===== src/rtl/rcfg_pkg.sv =====
package rcfg_pkg;

  typedef enum logic [1:0] {
    ST_IDLE = 2'd0,
    ST_LOAD = 2'd1,
    ST_HOLD = 2'd2,
    ST_RUN  = 2'd3
  } rcfg_state_e;

  // selector bits per element: three operand inputs, each picking one of 2*(2*MCL+1) sources
  function automatic int sel_bits_per_pe(input int mcl);
    return 3 * $clog2(2 * (2 * mcl + 1));
  endfunction

  function automatic int max3(input int a, input int b, input int c);
    int m;
    m = (a > b) ? a : b;
    return (m > c) ? m : c;
  endfunction

endpackage


===== src/rtl/rcfg_fsm.sv =====
module rcfg_fsm
  import rcfg_pkg::*;
#(
  parameter int MAX_LEN = 256,
  parameter int CNT_W   = $clog2(MAX_LEN + 1)
) (
  input  logic             clk,
  input  logic             rst,
  input  logic             start_cfg,
  input  logic             start_exec,
  input  logic             exec_end,
  output rcfg_state_e      state_o,
  output logic [CNT_W-1:0] cnt_o,
  output logic             load_o,
  output logic             commit_o,
  output logic             busy_o,
  output logic             done_o,
  output logic             run_o
);

  localparam logic [CNT_W-1:0] LAST_CNT = CNT_W'(MAX_LEN - 1);

  rcfg_state_e      st_q, st_nxt;
  logic [CNT_W-1:0] cnt_q;
  logic             busy_q, done_q, run_q;
  logic             last;

  assign last = (st_q == ST_LOAD) && (cnt_q == LAST_CNT);

  always_comb begin
    st_nxt = st_q;
    unique case (st_q)
      ST_IDLE: if (start_cfg)  st_nxt = ST_LOAD;
      ST_LOAD: if (last)       st_nxt = ST_HOLD;
      ST_HOLD: if (start_exec) st_nxt = ST_RUN;
      ST_RUN:  if (exec_end)   st_nxt = ST_IDLE;
      default:                 st_nxt = ST_IDLE;
    endcase
  end

  always_ff @(posedge clk) begin
    if (rst) begin
      st_q   <= ST_IDLE;
      cnt_q  <= '0;
      busy_q <= 1'b0;
      done_q <= 1'b0;
      run_q  <= 1'b0;
    end else begin
      st_q   <= st_nxt;
      cnt_q  <= (st_q == ST_LOAD && !last) ? cnt_q + 1'b1 : '0;
      busy_q <= (st_nxt == ST_LOAD);
      done_q <= (st_nxt == ST_HOLD);
      run_q  <= (st_nxt == ST_RUN);
    end
  end

  assign state_o  = st_q;
  assign cnt_o    = cnt_q;
  assign load_o   = (st_q == ST_LOAD);
  assign commit_o = last;
  assign busy_o   = busy_q;
  assign done_o   = done_q;
  assign run_o    = run_q;

  AST_LOAD_FROM_IDLE: assert property (@(posedge clk) disable iff (rst)
    (st_q == ST_LOAD && $past(st_q) != ST_LOAD) |-> $past(st_q) == ST_IDLE);
  AST_LOAD_CNT_BOUND: assert property (@(posedge clk) disable iff (rst)
    (st_q == ST_LOAD) |-> (cnt_q <= LAST_CNT));
  AST_HOLD_AFTER_FULL: assert property (@(posedge clk) disable iff (rst)
    (st_q == ST_HOLD && $past(st_q) != ST_HOLD) |-> $past(cnt_q) == LAST_CNT);
  AST_NO_RUN_FROM_IDLE: assert property (@(posedge clk) disable iff (rst)
    (st_q == ST_IDLE) |=> (st_q != ST_RUN));
  AST_NO_RELOAD_IN_RUN: assert property (@(posedge clk) disable iff (rst)
    (st_q == ST_RUN) |=> (st_q != ST_LOAD));

endmodule


===== src/rtl/rcfg_chain.sv =====
module rcfg_chain #(
  parameter int LEN   = 64,
  parameter int CNT_W = 9
) (
  input  logic             clk,
  input  logic             rst,
  input  logic             load_i,
  input  logic             commit_i,
  input  logic [CNT_W-1:0] cnt_i,
  input  logic             sin,
  output logic             take_o,
  output logic [LEN-1:0]   act_o
);

  localparam logic [CNT_W-1:0] LEN_C = CNT_W'(LEN);

  logic [LEN-1:0] shd_q, shd_nxt, act_q;

  assign take_o = load_i && (cnt_i < LEN_C);

  generate
    if (LEN == 1) begin : g_one
      assign shd_nxt = take_o ? sin : shd_q;
    end else begin : g_many
      assign shd_nxt = take_o ? {shd_q[LEN-2:0], sin} : shd_q;
    end
  endgenerate

  always_ff @(posedge clk) begin
    if (rst) begin
      shd_q <= '0;
      act_q <= '0;
    end else begin
      shd_q <= shd_nxt;
      if (commit_i) act_q <= shd_nxt;
    end
  end

  assign act_o = act_q;

  AST_ACT_ONLY_ON_COMMIT: assert property (@(posedge clk) disable iff (rst)
    !commit_i |=> $stable(act_q));
  AST_SHADOW_FROZEN: assert property (@(posedge clk) disable iff (rst)
    !take_o |=> $stable(shd_q));

endmodule


===== src/rtl/bitstream_reconfig_ctrl.sv =====
module bitstream_reconfig_ctrl
  import rcfg_pkg::*;
#(
  parameter int NUM_PE = 4,
  parameter int IMM_W  = 64,
  parameter int MCL    = 2,
  parameter int RTE_W  = 8,
  localparam int SEL_PE_W = sel_bits_per_pe(MCL),
  localparam int IMM_LEN  = NUM_PE * IMM_W,
  localparam int SEL_LEN  = NUM_PE * SEL_PE_W,
  localparam int RTE_LEN  = NUM_PE * RTE_W
) (
  input  logic               clk,
  input  logic               rst,
  input  logic               start_cfg,
  input  logic               start_exec,
  input  logic               exec_end,
  input  logic               imm_sin,
  input  logic               sel_sin,
  input  logic               rte_sin,
  output logic               imm_take,
  output logic               sel_take,
  output logic               rte_take,
  output logic [IMM_LEN-1:0] imm_cfg,
  output logic [SEL_LEN-1:0] sel_cfg,
  output logic [RTE_LEN-1:0] rte_cfg,
  output logic [1:0]         state,
  output logic               busy,
  output logic               done,
  output logic               run
);

  localparam int MAX_LEN = max3(IMM_LEN, SEL_LEN, RTE_LEN);
  localparam int CNT_W   = $clog2(MAX_LEN + 1);

  rcfg_state_e      st;
  logic [CNT_W-1:0] cnt;
  logic             load, commit;

  rcfg_fsm #(.MAX_LEN(MAX_LEN), .CNT_W(CNT_W)) u_fsm (
    .clk, .rst, .start_cfg, .start_exec, .exec_end,
    .state_o(st), .cnt_o(cnt), .load_o(load), .commit_o(commit),
    .busy_o(busy), .done_o(done), .run_o(run)
  );

  assign state = st;

  rcfg_chain #(.LEN(IMM_LEN), .CNT_W(CNT_W)) u_imm (
    .clk, .rst, .load_i(load), .commit_i(commit), .cnt_i(cnt),
    .sin(imm_sin), .take_o(imm_take), .act_o(imm_cfg)
  );

  rcfg_chain #(.LEN(SEL_LEN), .CNT_W(CNT_W)) u_sel (
    .clk, .rst, .load_i(load), .commit_i(commit), .cnt_i(cnt),
    .sin(sel_sin), .take_o(sel_take), .act_o(sel_cfg)
  );

  rcfg_chain #(.LEN(RTE_LEN), .CNT_W(CNT_W)) u_rte (
    .clk, .rst, .load_i(load), .commit_i(commit), .cnt_i(cnt),
    .sin(rte_sin), .take_o(rte_take), .act_o(rte_cfg)
  );

  AST_RUN_NEEDS_HOLD: assert property (@(posedge clk) disable iff (rst)
    (st == ST_RUN && $past(st) != ST_RUN) |-> $past(st) == ST_HOLD);
  AST_CFG_HELD_OUTSIDE_LOAD: assert property (@(posedge clk) disable iff (rst)
    (st != ST_LOAD) |=> $stable(imm_cfg) && $stable(sel_cfg) && $stable(rte_cfg));

endmodule


===== config.mk =====
export PLATFORM = sky130hd
export DESIGN_NAME = bitstream_reconfig_ctrl
export DESIGN_NICKNAME = d
export VERILOG_FILES = /design/src/rtl/rcfg_pkg.sv /design/src/rtl/rcfg_fsm.sv /design/src/rtl/rcfg_chain.sv /design/src/rtl/bitstream_reconfig_ctrl.sv
export SDC_FILE = /design/constraint.sdc
export NUM_CORES = 1
export LEC_CHECK = 0
export ABC_CLOCK_PERIOD_IN_PS = 2550
export BUFFER_PORTS_ARGS = -buffer_cell sky130_fd_sc_hd__buf_2
export CAP_MARGIN = 10
export CORE_UTILIZATION = 57
export DETAILED_ROUTE_END_ITERATION = 8
export GPL_TIMING_DRIVEN = 0
export PLACE_DENSITY = 0.87
export SYNTH_ARGS = -nofsm -noshare
export SYNTH_HDL_FRONTEND = slang
export SYNTH_SLANG_ARGS = --single-unit

===== constraint.sdc =====
create_clock -name clk -period 2.55 [get_ports clk]
set_input_delay 0.51 -clock clk [delete_from_list [all_inputs] [get_ports clk]]
set_output_delay 0.51 -clock clk [all_outputs]
set_load 0.03 [all_outputs]

# Word level (Yosys, flattened, before mapping)
# Cells that the tools add are included.
[word_totals]
ff_bits = 686
output_inout_bits = 344
[op_classes]
n_addsub = 1
n_lt_le_gt_ge = 3
eq_ne = 7
muxes = 8
bitwise = 1
reduce_logical = 8
[ops]
columns = ["cell", "count"]
rows = [
  ["$mux 256", 1],
  ["$mux 48", 1],
  ["$mux 32", 1],
  ["$lt 9x6->1 const B", 2],
  ["$add 9x1->9 const B", 1],
  ["$eq 9x8->1 const B", 1],
  ["$lt 9x9->1 const B", 1],
  ["$eq 2x2->1 const B", 4],
  ["$mux 2", 4],
  ["$pmux 2 s4", 1],
  ["$logic_and 1x1->1", 5],
  ["$eq 2x1->1 const B", 2],
  ["$logic_not 2->1", 1],
  ["$reduce_or 2->1", 1],
  ["$logic_not 1->1", 1],
  ["$not 1->1", 1],
]

# Logic depth before layout (Yosys ltp)
# Gate-level depths: netlist of run 1.
[depth]
word_depth = 6
mapped_depth = 10
depth_no_buf = 7

# Hierarchy
# A second synthesis of run 1 with hierarchy kept.
[hier_totals]
cells_unflattened = 2381
area_unflattened_um2 = 24258.3
[by_module_without_submodules]
columns = ["module", "n_inst", "cells_per_inst", "area_per_inst_um2"]
rows = [
  ["rcfg_chain (u_imm)", 1, 1680, 17624.4],
  ["rcfg_chain (u_sel)", 1, 383, 3594.7],
  ["rcfg_chain (u_rte)", 1, 259, 2486.1],
  ["rcfg_fsm", 1, 59, 553.0],
]

# Worst setup path after synthesis of run 1
# Ideal clock, no wire load.
[synth_path]
path_type = "register to output"
start = "register u_fsm.st_q[0] (netlist: u_fsm.state_o[0])"
end = "output sel_take"
t_arrival_ns = 2.012
t_required_ns = 2.040
path_slack_ns = 0.028
stages_incl_launch_ff = 7
path_buffers = 4
cell_sequence = "dfxtp_1 > buf_2 > or3b_1 > buf_2 > buf_2 > clkbuf_1 > nor2_1"
[synth_between]
elab_chain_cells = 2
[synth_rtl]
columns = ["element", "line", "text"]
rows = [
  ["start: declaration", "rcfg_fsm.sv:23", "rcfg_state_e st_q, st_nxt;"],
  ["start signal: assignment", "rcfg_fsm.sv:49", "st_q <= st_nxt;"],
  ["$eq 2x1->1", "rcfg_fsm.sv:59", "assign load_o = (st_q == ST_LOAD);"],
  ["$logic_and 1x1->1", "rcfg_chain.sv:19", "assign take_o = load_i && (cnt_i < LEN_C);"],
  ["end: declaration", "bitstream_reconfig_ctrl.sv:22", "output logic sel_take,"],
]
# No other way between the ends.

# Worst setup path after layout of run 1
# Same ends and word-level chain as after synthesis.

==> metrics.txt, run 1 <==
cell leakage power=11.14 nW; Top FF cell, synth=dfxtp_1; max-slew violations=0; Core Util, Final=69.01%; VDD IR max=0.6680 mV; CP endpoint=sel_take; DIE AREA=~48000 µm²; RePlAce Congestion=0.8769; Synth area leaders=dfxtp_1 51%, mux2i_1 9.6%, nand2_1 8.1%, a211oi_1 7.2%, a21oi_1 6.4%; # H-tree levels=3; Setup TNS Final=0 ns; final period utilization=a little over nine tenths; crit-path max FO=9; wire length of the first global-routing pass=112.4 mm; Post-synth EDFFs=0; Synth Warn #=0; TritonCTS clock tree=done; WHS=0.1636 ns; max frequency=399.5 MHz; Post-DP HPWL=48.06 mm; Routed WL=70.25 mm; Setup WS pre-CTS=-0.5566 ns; FF-to-FF setup slack=approximately 0.14 ns; cell with the most instances after synthesis=dfxtp_1; Critical Path Start=u_fsm.state_o[0]$_SDFF_PP0_; max_slew headroom=39.32%; Core Rows=78; Max Cap Viol=0; number of endpoints failing setup at the final stage=0; Clock Latency Late Sink=0.60 ns; Yosys top cell area share=51.48%; Fin. Hold Viols=0; clk root buf=clkbuf_16; vias per cell=about 5.8; most common library cells after synthesis=686 x dfxtp_1, 578 x nand2_1, 340 x a21oi_1, 299 x nor2_1; Syn Area/Cell=roughly 8.8 µm²; TritonCTS buffer count=68; CP Data Arrival Time=1.99 ns; Clock transition at path regs=0.06 ns; antenna violations before repair=0; Core ar.=45770 µm²; Power Total=21.42 mW; clk sink count=686; Worst Skew=0.01725 ns; Crit. End Element=output pin; net count reported at finish=3455; R2R Path Start=u_fsm.cnt_o[0]$_SDFF_PP0_; CTS Buffer Depth=3; DRT Pass-1 Iters=6; Routed WL per cell=~17 µm; Slew @ Worst Pin=0.9102 ns; CP required=2.04 ns; vias in the first global route=21.88k; grt total ovfl=0; status=complete, no violations; Syn-to-layout area delta=18.40%; 1st-iter DRT viols=1844; fraction of layout cells with a size suffix above 1=17.77%; register area share after synthesis=between 50 and 60%; Synth Net Count=around 3.0k; DRT antenna net count=0; Yosys cell types=37; Post-synth ARST share=0%; Worst setup SP type=register; gr usage total=28.85%; Tmin final=2.503 ns; #FFs+latches synth=686; CP Class=reg2out; Initial Util=58.29%; # IOs=352; Hold Crit Class=in2reg; # diodes=0; Syn Std Cell Area=around 27000 µm²; Setup WS post-layout=0.04662 ns; post-synthesis cell type with the largest combined area=dfxtp_1; FF-to-FF path depth=10; chip width=218.3 µm; largest net degree at the start of global routing=20; PortBufs=350; die height=218.3 µm; FF-to-FF End=u_sel.act_o[44]$_SDFFE_PP0P_; Via Count=roughly 24k; drc violations=0; Power Density=a little under 700 nW/µm²; Mapped Cells=3022
## flip-flops by register name, summed over array words and instances (netlist names)
name and count:
u_fsm.run_o 1, u_imm.act_o 256, u_fsm.state_o 2, u_fsm.done_o 1, u_sel.shd_q 48, u_rte.shd_q 32, u_rte.act_o 32, u_fsm.cnt_o 9
u_sel.act_o 48, u_imm.shd_q 256, u_fsm.busy_o 1
## worst min path at each step
stage / from / endpoint / depth (start not counted)
after floorplan: u_fsm.cnt_o[0]$_SDFF_PP0_ / u_fsm.cnt_o[0]$_SDFF_PP0_ / 1
after global placement: u_fsm.cnt_o[0]$_SDFF_PP0_ / u_fsm.cnt_o[0]$_SDFF_PP0_ / 1
after detailed placement: u_fsm.cnt_o[0]$_SDFF_PP0_ / u_fsm.cnt_o[0]$_SDFF_PP0_ / 1
after CTS: imm_sin / u_imm.shd_q[0]$_SDFF_PP0_ / 3
after global routing: imm_sin / u_imm.shd_q[0]$_SDFF_PP0_ / 3
final: imm_sin / u_imm.shd_q[0]$_SDFF_PP0_ / 3
## per-stage QoR
step                cell area, µm²  cells
floorplan                    26680   3022
global placement             29180   3972
detailed placement           29180   3972
CTS                          31500   4087
global route                 31590   4095
finish                       31590   4095
## worst max-delay path, stage by stage (launching register included)
cell and delay [ns]:
dfxtp_2 0.33, buf_6 0.13, or3b_1 0.37, buf_6 0.16
buf_12 0.13, nor2_4 0.13, buf_6 0.15
## final cells by class
cell class                      count  area [µm²]
Inverter                            6       31.28
Buffer                            278        1471
Timing Repair Buffer              359        1831
Clock buffer                      101        1999
Multi-Input combinational cell   2046       11540
Tap cell                          600       750.7
Clock inverter                     19       227.7
Fill cell                        3463       14180
Sequential cell                   686       13740
## layer usage
layer  GRT usage, %  share of wire (%)  up-vias
met4          12.05                3.6        0
li1               -                  -    11420
met2          46.08                 46      794
met5              0                  0        -
met1          37.22                 43    11165
met3          6.903                7.5      170
## power by group
part / total [mW] / switching [mW] / internal [mW]
Clock: 10.0 / 4.11 / 5.93
Combinational: 0.651 / 0.488 / 0.163
Sequential: 10.7 / 0.00593 / 10.7
Total: 21.4 / 4.60 / 16.8
## repair_timing
action | CTS | global route
pin swaps | 1 | 2
setup buffers | 0 | 9
resized for setup | 50 | 26
setup endpoints to repair | 339 | 338
hold buffers | 0 | 0
## logic make-up after synthesis
kind of cell / Yosys count / synth area share, %
buffers and inverters: 290 / 5.323
multiplexers: 257 / 9.690
adder cells (fa/ha/maj): 2 / 0.09378
AND/OR/NAND/NOR: 974 / 14.56
flip-flops: 686 / 51.48
AO/OA/AOI/OAI: 810 / 18.76
XOR/XNOR: 3 / 0.09851
## layout by cell type, fill, tap and decap left out, drive strengths merged, types with 48 or more instances in the layout
master and n:
a211oi 256, a21oi 340, a31oi 49, buf 476, clkbuf 262, dfxtp 686, mux2i 256, nand2 578
nand4 49, nor2 299, o21ai 83, o21bai 48
(Power assumes the default switching activity.)
==> inputs of run 2 (changes only) <==
--- a/config.mk
+++ b/config.mk
@@ -8,10 +8,12 @@
 export ABC_CLOCK_PERIOD_IN_PS = 2550
 export BUFFER_PORTS_ARGS = -buffer_cell sky130_fd_sc_hd__buf_2
 export CAP_MARGIN = 10
-export CORE_UTILIZATION = 57
+export CELL_PAD_IN_SITES_DETAIL_PLACEMENT = 0
+export CELL_PAD_IN_SITES_GLOBAL_PLACEMENT = 1
+export CORE_UTILIZATION = 44
 export DETAILED_ROUTE_END_ITERATION = 8
 export GPL_TIMING_DRIVEN = 0
-export PLACE_DENSITY = 0.87
+export PLACE_DENSITY = 0.88
 export SYNTH_ARGS = -nofsm -noshare
 export SYNTH_HDL_FRONTEND = slang
 export SYNTH_SLANG_ARGS = --single-unit
==> metrics.txt, run 2 (synthesis gave the netlist of run 1 again) <==
Post-DP HPWL=50.39 mm (+4.8%); clk root buf=clkbuf_16; CP Class=reg2out; DIE AREA=61620 µm² (+29%); fraction of layout cells with a size suffix above 1=17.77% (about the same); Power Density=676.0 nW/µm² (-0.30%); cell leakage power=11.17 nW (+0.34%); Filler cells=5590 (+61%); cell area after layout=31990 µm² (+1.3%); VDD IR max=0.4867 mV (-27%); largest net degree at the start of global routing=20 (unchanged); CTS Buffer Depth=3 (unchanged); 1st-iter DRT viols=1201 (-35%); Core Rows=89 (+14%); slowest CP cell=or3b_4; status=complete, no violations; TritonCTS clock tree=done; drc violations=0 (unchanged); RSZ-0062 raised after global routing=true; PortBufs=350 (unchanged); Core ar.=59460 µm² (+30%); grt total ovfl=0 (unchanged); RePlAce Congestion=0.8368 (-4.6%); Crit. End Element=output pin; Syn-to-layout area delta=19.90%; commonest non-fill, non-tap cell in the layout=dfxtp_1; Routed WL per cell=16.80 µm (-2.0%); gr usage total=22.58% (-6.3 points); area of the multi-input gates=11550 µm² (about the same); Worst setup SP type=register; # H-tree levels=3 (unchanged); Clock transition at path regs=0.06 ns (about the same); Initial Util=44.86% (-13 points); Worst path most repeated cell=buf_6; worst path cell trace=buf_6 > or3b_4 > buf_12 > buf_16 > nor2_4 > buf_6; max-slew violations=0 (unchanged); CP peak stage delay=0.38 ns (about the same); max frequency=402.4 MHz (+0.74%); Slew @ Worst Pin=0.9879 ns (+0.07777 ns); Post-CTS Hold Fix Bufs=0 (unchanged); vias per cell=5.300 (-7.8%); Reg area=13740 µm² (about the same); Worst Skew=0.01536 ns (-0.001887 ns); CP Data Arrival Time=1.98 ns (about the same); net count reported at finish=3464 (+0.26%); Tmin final=2.485 ns (-0.01833 ns); die height=248.2 µm (+14%); Area after DPL=29400 µm² (+0.74%); Max Cap Viol=0 (unchanged); Via Count=22.68k (-3.7%); antenna violations before repair=2 (+2); vias in the first global route=21.01k (-4.0%); # IOs=352 (unchanged); number of endpoints failing setup at the final stage=0 (unchanged); TritonCTS buffer count=73 (+7.4%); FF-to-FF setup slack=0.17 ns (+0.03 ns); Hold Crit Class=in2reg; Fin. Hold Viols=0 (unchanged); wire length of the first global-routing pass=111.8 mm (-0.57%); max_slew headroom=34.14% (-5.2 points); chip width=248.2 µm (+14%); DRT Pass-1 Iters=5 (-1); CP required=2.04 ns (about the same); DRT antenna net count=0 (unchanged); Clock Latency Late Sink=0.60 ns (about the same); final period utilization=97.45% (-0.72 points); Setup TNS Final=0 ns (unchanged); Routed WL=71.91 mm (+2.4%); clk sink count=686 (unchanged); commonest non-fill, non-tap cells in the layout=684 x dfxtp_1, 578 x nand2_1, 414 x buf_2; crit-path max FO=9 (unchanged)
-- run 2: layout make-up --
class	instances	area share, %
flip-flops and latches	686	42.94
plain buffers	280	4.893
multi-input cells	2046	36.10
clock buffers	116	6.786
diodes	1	0.007823
well taps	773	3.024
inverters	6	0.09779
repair buffers	361	5.781
clock inverters	10	0.3677
-- run 2: metal layers --
metal	global-route usage, %	vias to the layer above	share of wire [%]
met3	5.376	102	6.3
met1	29.37	10674	45
met5	0	-	0.019
met4	8.680	2	2.9
met2	36.15	471	46
li1	-	11429	-
-- run 2: power by group --
part           leakage, nW  total (mW)  switching (mW)  internal, mW
combinational         4.54       0.670           0.501         0.169
sequential            5.52        10.7         0.00592          10.7
clock                 1.11        10.2            4.20          6.02
total                 11.2        21.6            4.71          16.9
-- run 2: timing repair --
action / in CTS / in global routing
setup buffers: 1 / 10
resized for setup: 50 / 67
pin swaps: 0 / 1
endpoints found under the setup margin: 339 / 325
gates cloned: 0 / 0
-- run 2: critical path: cells and delay by family, from the launching register on --
kind,cells,cell delay (ns)
AND/OR/NAND/NOR,2,0.48
buffers and inverters,4,0.56
flip-flops,1,0.32
-- run 2: final timing paths --
| path | startpoint | to | depth (start not counted) |
|---|---|---|---|
| setup / recovery | u_fsm.state_o[1]$_SDFF_PP0_ | sel_take | 6 |
| hold / removal | imm_sin | u_imm.shd_q[0]$_SDFF_PP0_ | 3 |
| setup reg to reg | u_fsm.cnt_o[6]$_SDFF_PP0_ | u_sel.act_o[47]$_SDFFE_PP0P_ | 9 |
| hold reg to reg | u_imm.shd_q[255]$_SDFF_PP0_ | u_imm.shd_q[255]$_SDFF_PP0_ | 2 |
-- run 2: through the flow --
step	setup slack [ns]	power, mW	util [%]	hold slack [ns]	cells
3_5_place_dp	-0.7462	11.61	49.44	0.4570	4145
6_report	0.06495	21.63	53.79	0.1616	4279
5_1_grt	-0.0005316	22.35	53.79	0.1502	4278
3_3_place_gp	-0.7372	11.61	49.44	0.4298	4145
2_1_floorplan	0.02847	11.40	-	0.4175	3022
4_1_cts	-0.09550	21.83	53.50	0.1184	4269
==> inputs of run 3 (changes only) <==
--- a/config.mk
+++ b/config.mk
@@ -10,10 +10,11 @@
 export CAP_MARGIN = 10
 export CELL_PAD_IN_SITES_DETAIL_PLACEMENT = 0
 export CELL_PAD_IN_SITES_GLOBAL_PLACEMENT = 1
-export CORE_UTILIZATION = 44
+export CORE_UTILIZATION = 45
+export CTS_BUF_LIST = sky130_fd_sc_hd__clkbuf_4
 export DETAILED_ROUTE_END_ITERATION = 8
 export GPL_TIMING_DRIVEN = 0
-export PLACE_DENSITY = 0.88
+export PLACE_DENSITY = 0.9
 export SYNTH_ARGS = -nofsm -noshare
 export SYNTH_HDL_FRONTEND = slang
 export SYNTH_SLANG_ARGS = --single-unit
==> metrics.txt, run 3 (synthesis gave the netlist of run 1 again) <==
Finished Layout Cells=4460 (+4.2%); vias in the first global route=22.27k (+6.0%); Fin. Hold Viols=0 (unchanged); status=finished, violations left; drc violations=0 (unchanged); switching part of the total=23.31% (+1.5 points); max_slew headroom=36.00% (+1.9 points); Via Count=23.39k (+3.1%); Clock Latency Late Sink=1.00 ns (+0.40 ns); failing checks=negative setup slack; fraction of power consumed by combinational cells=3.2% (about the same); Core Rows=88 (-1.1%); vias per cell=5.245 (-1.0%); DRT antenna net count=0 (unchanged); VDD IR max=0.3692 mV (-24%); DRT Pass-1 Iters=5 (unchanged); Setup WS pre-CTS=-0.6538 ns (+0.09243 ns); 1st-iter DRT viols=1169 (-2.7%); sequential share of power=50.3% (+0.7 points); Routed WL per cell=16.25 µm (-3.3%); Crit path max-delay family=simple AND/OR/NAND/NOR gates; CP Data Arrival Time=2.24 ns (+0.26 ns); CP peak stage delay=0.46 ns (+0.08 ns); Syn-to-layout area delta=20.05%; Slew @ Worst Pin=0.9599 ns (-0.02798 ns); crit-path max FO=5 (-4); Buffers & Inverters on Critical Path=2 (-2); WHS=0.1373 ns (-0.02432 ns); TritonCTS buffer count=178 (+140%); final period utilization=107.7% (+10 points); wire length of the first global-routing pass=114.9 mm (+2.8%); RePlAce Congestion=0.8233 (-1.6%); Clock power frac=46.5% (-0.8 points); gr usage total=23.62% (+1.0 points); antenna violations before repair=1 (-1); commonest non-fill, non-tap cell in the layout=dfxtp_1; cell leakage power=11.49 nW (+2.9%); Placed Instances=4137 (-0.19%); worst path cell trace=or3b_4 > buf_16 > nor2_4 > buf_6; Initial Util=45.89% (+1.0 points); Tmin final=2.747 ns (+0.2621 ns); max frequency=364.0 MHz (-9.5%); Clock transition at path regs=0.06 ns (about the same); Switch Pwr=4.968 mW (+5.5%); Routed WL=72.49 mm (+0.81%); Post-DP HPWL=49.94 mm (-0.90%); cell area after layout=32030 µm² (+0.12%); Setup TNS Final=-0.5228 ns (-0.5228 ns); CP required=2.04 ns (about the same); Setup WS post-layout=-0.1971 ns (-0.2621 ns); Worst setup SP type=register; DIE AREA=60260 µm² (-2.2%); die height=245.5 µm (-1.1%); chip width=245.5 µm (-1.1%); largest net degree at the start of global routing=19 (-5.0%); clk root buf=clkbuf_4; # H-tree levels=4 (+1); PortBufs=350 (unchanged); max-slew violations=0 (unchanged); Max Cap Viol=0 (unchanged); Worst Skew=0.05150 ns (+0.03614 ns); # IOs=352 (unchanged); Power Density=665.6 nW/µm² (-1.5%); number of endpoints failing setup at the final stage=4 (+4); TritonCTS clock tree=done; Crit. End Element=output pin; Pint=16.35 mW (-3.4%); slowest CP cell=or3b_4; clk sink count=686 (unchanged); Area after DPL=29390 µm² (about the same); CTS Buffer Depth=3 (unchanged); CP Class=reg2out; RSZ-0062 raised after global routing=true; Hold Crit Class=in2reg; net count reported at finish=3571 (+3.1%); fraction of layout cells with a size suffix above 1=21.99% (+4.2 points); commonest non-fill, non-tap cells in the layout=680 x dfxtp_1, 578 x nand2_1, 434 x buf_2; grt total ovfl=0 (unchanged); Core ar.=58140 µm² (-2.2%)
==> run 3: metal layers <==
metal  global-route usage (%)  part of all wire, %
met1                    29.43                   45
met2                    37.70                   47
met3                    7.247                  6.3
met4                    9.901                  2.5
met5                        0                    0
==> run 3: area by class of cell <==
cell class              instances  area (µm²)
fillers                      5500       26110
repair buffers                368        1927
clock buffers                 273        2049
multi-input cells            2046       11550
plain buffers                 275        1431
clock inverters                38       324.1
inverters                       6       38.79
well taps                     765       957.2
flip-flops and latches        686       13740
diodes                          3       7.507
==> run 3: power by group through the flow <==
stage / clock network (mW) / logic, mW / registers, mW
after global routing: 10.8 / 0.729 / 10.7
final: 9.92 / 0.672 / 10.7
after detailed placement: 0 / 0.636 / 11.0
after floorplan: 0 / 0.429 / 11.0
after global placement: 0 / 0.642 / 11.0
after CTS: 10.2 / 0.683 / 10.7
==> run 3: final timing paths <==
| path | from | slack, ns | cells past startpoint | endpoint |
|---|---|---|---|---|
| max | u_fsm.state_o[1]$_SDFF_PP0_ | -0.20 | 4 | sel_take |
| min | rst | 0.14 | 3 | u_fsm.state_o[1]$_SDFF_PP0_ |
| max reg2reg | u_fsm.cnt_o[8]$_SDFF_PP0_ | -0.01 | 8 | u_imm.act_o[246]$_SDFFE_PP0P_ |
| min reg2reg | u_fsm.cnt_o[0]$_SDFF_PP0_ | 0.45 | 1 | u_fsm.cnt_o[0]$_SDFF_PP0_ |
==> run 3: timing repair <==
item / in CTS / in global routing
endpoints found under the setup margin: 339 / 339
pin swaps: 2 / 2
gates cloned: 0 / 0
buffers inserted: 9 / 2
hold buffers: 7 / 0
hold endpoints to repair: 11 / 0
resized for setup: 70 / 12
==> run 3: worst min-delay path: stages <==
cell     delay (ns)
buf_2          0.32
a311o_1        0.22
inv_1          0.05
==> run 3: stage by stage <==
step	total power [mW]	utilization, %
6_report	21.32	55.09
5_1_grt	22.24	55.08
4_1_cts	21.58	55.12
3_5_place_dp	11.60	50.55
3_3_place_gp	11.61	50.55
2_1_floorplan	11.40	-
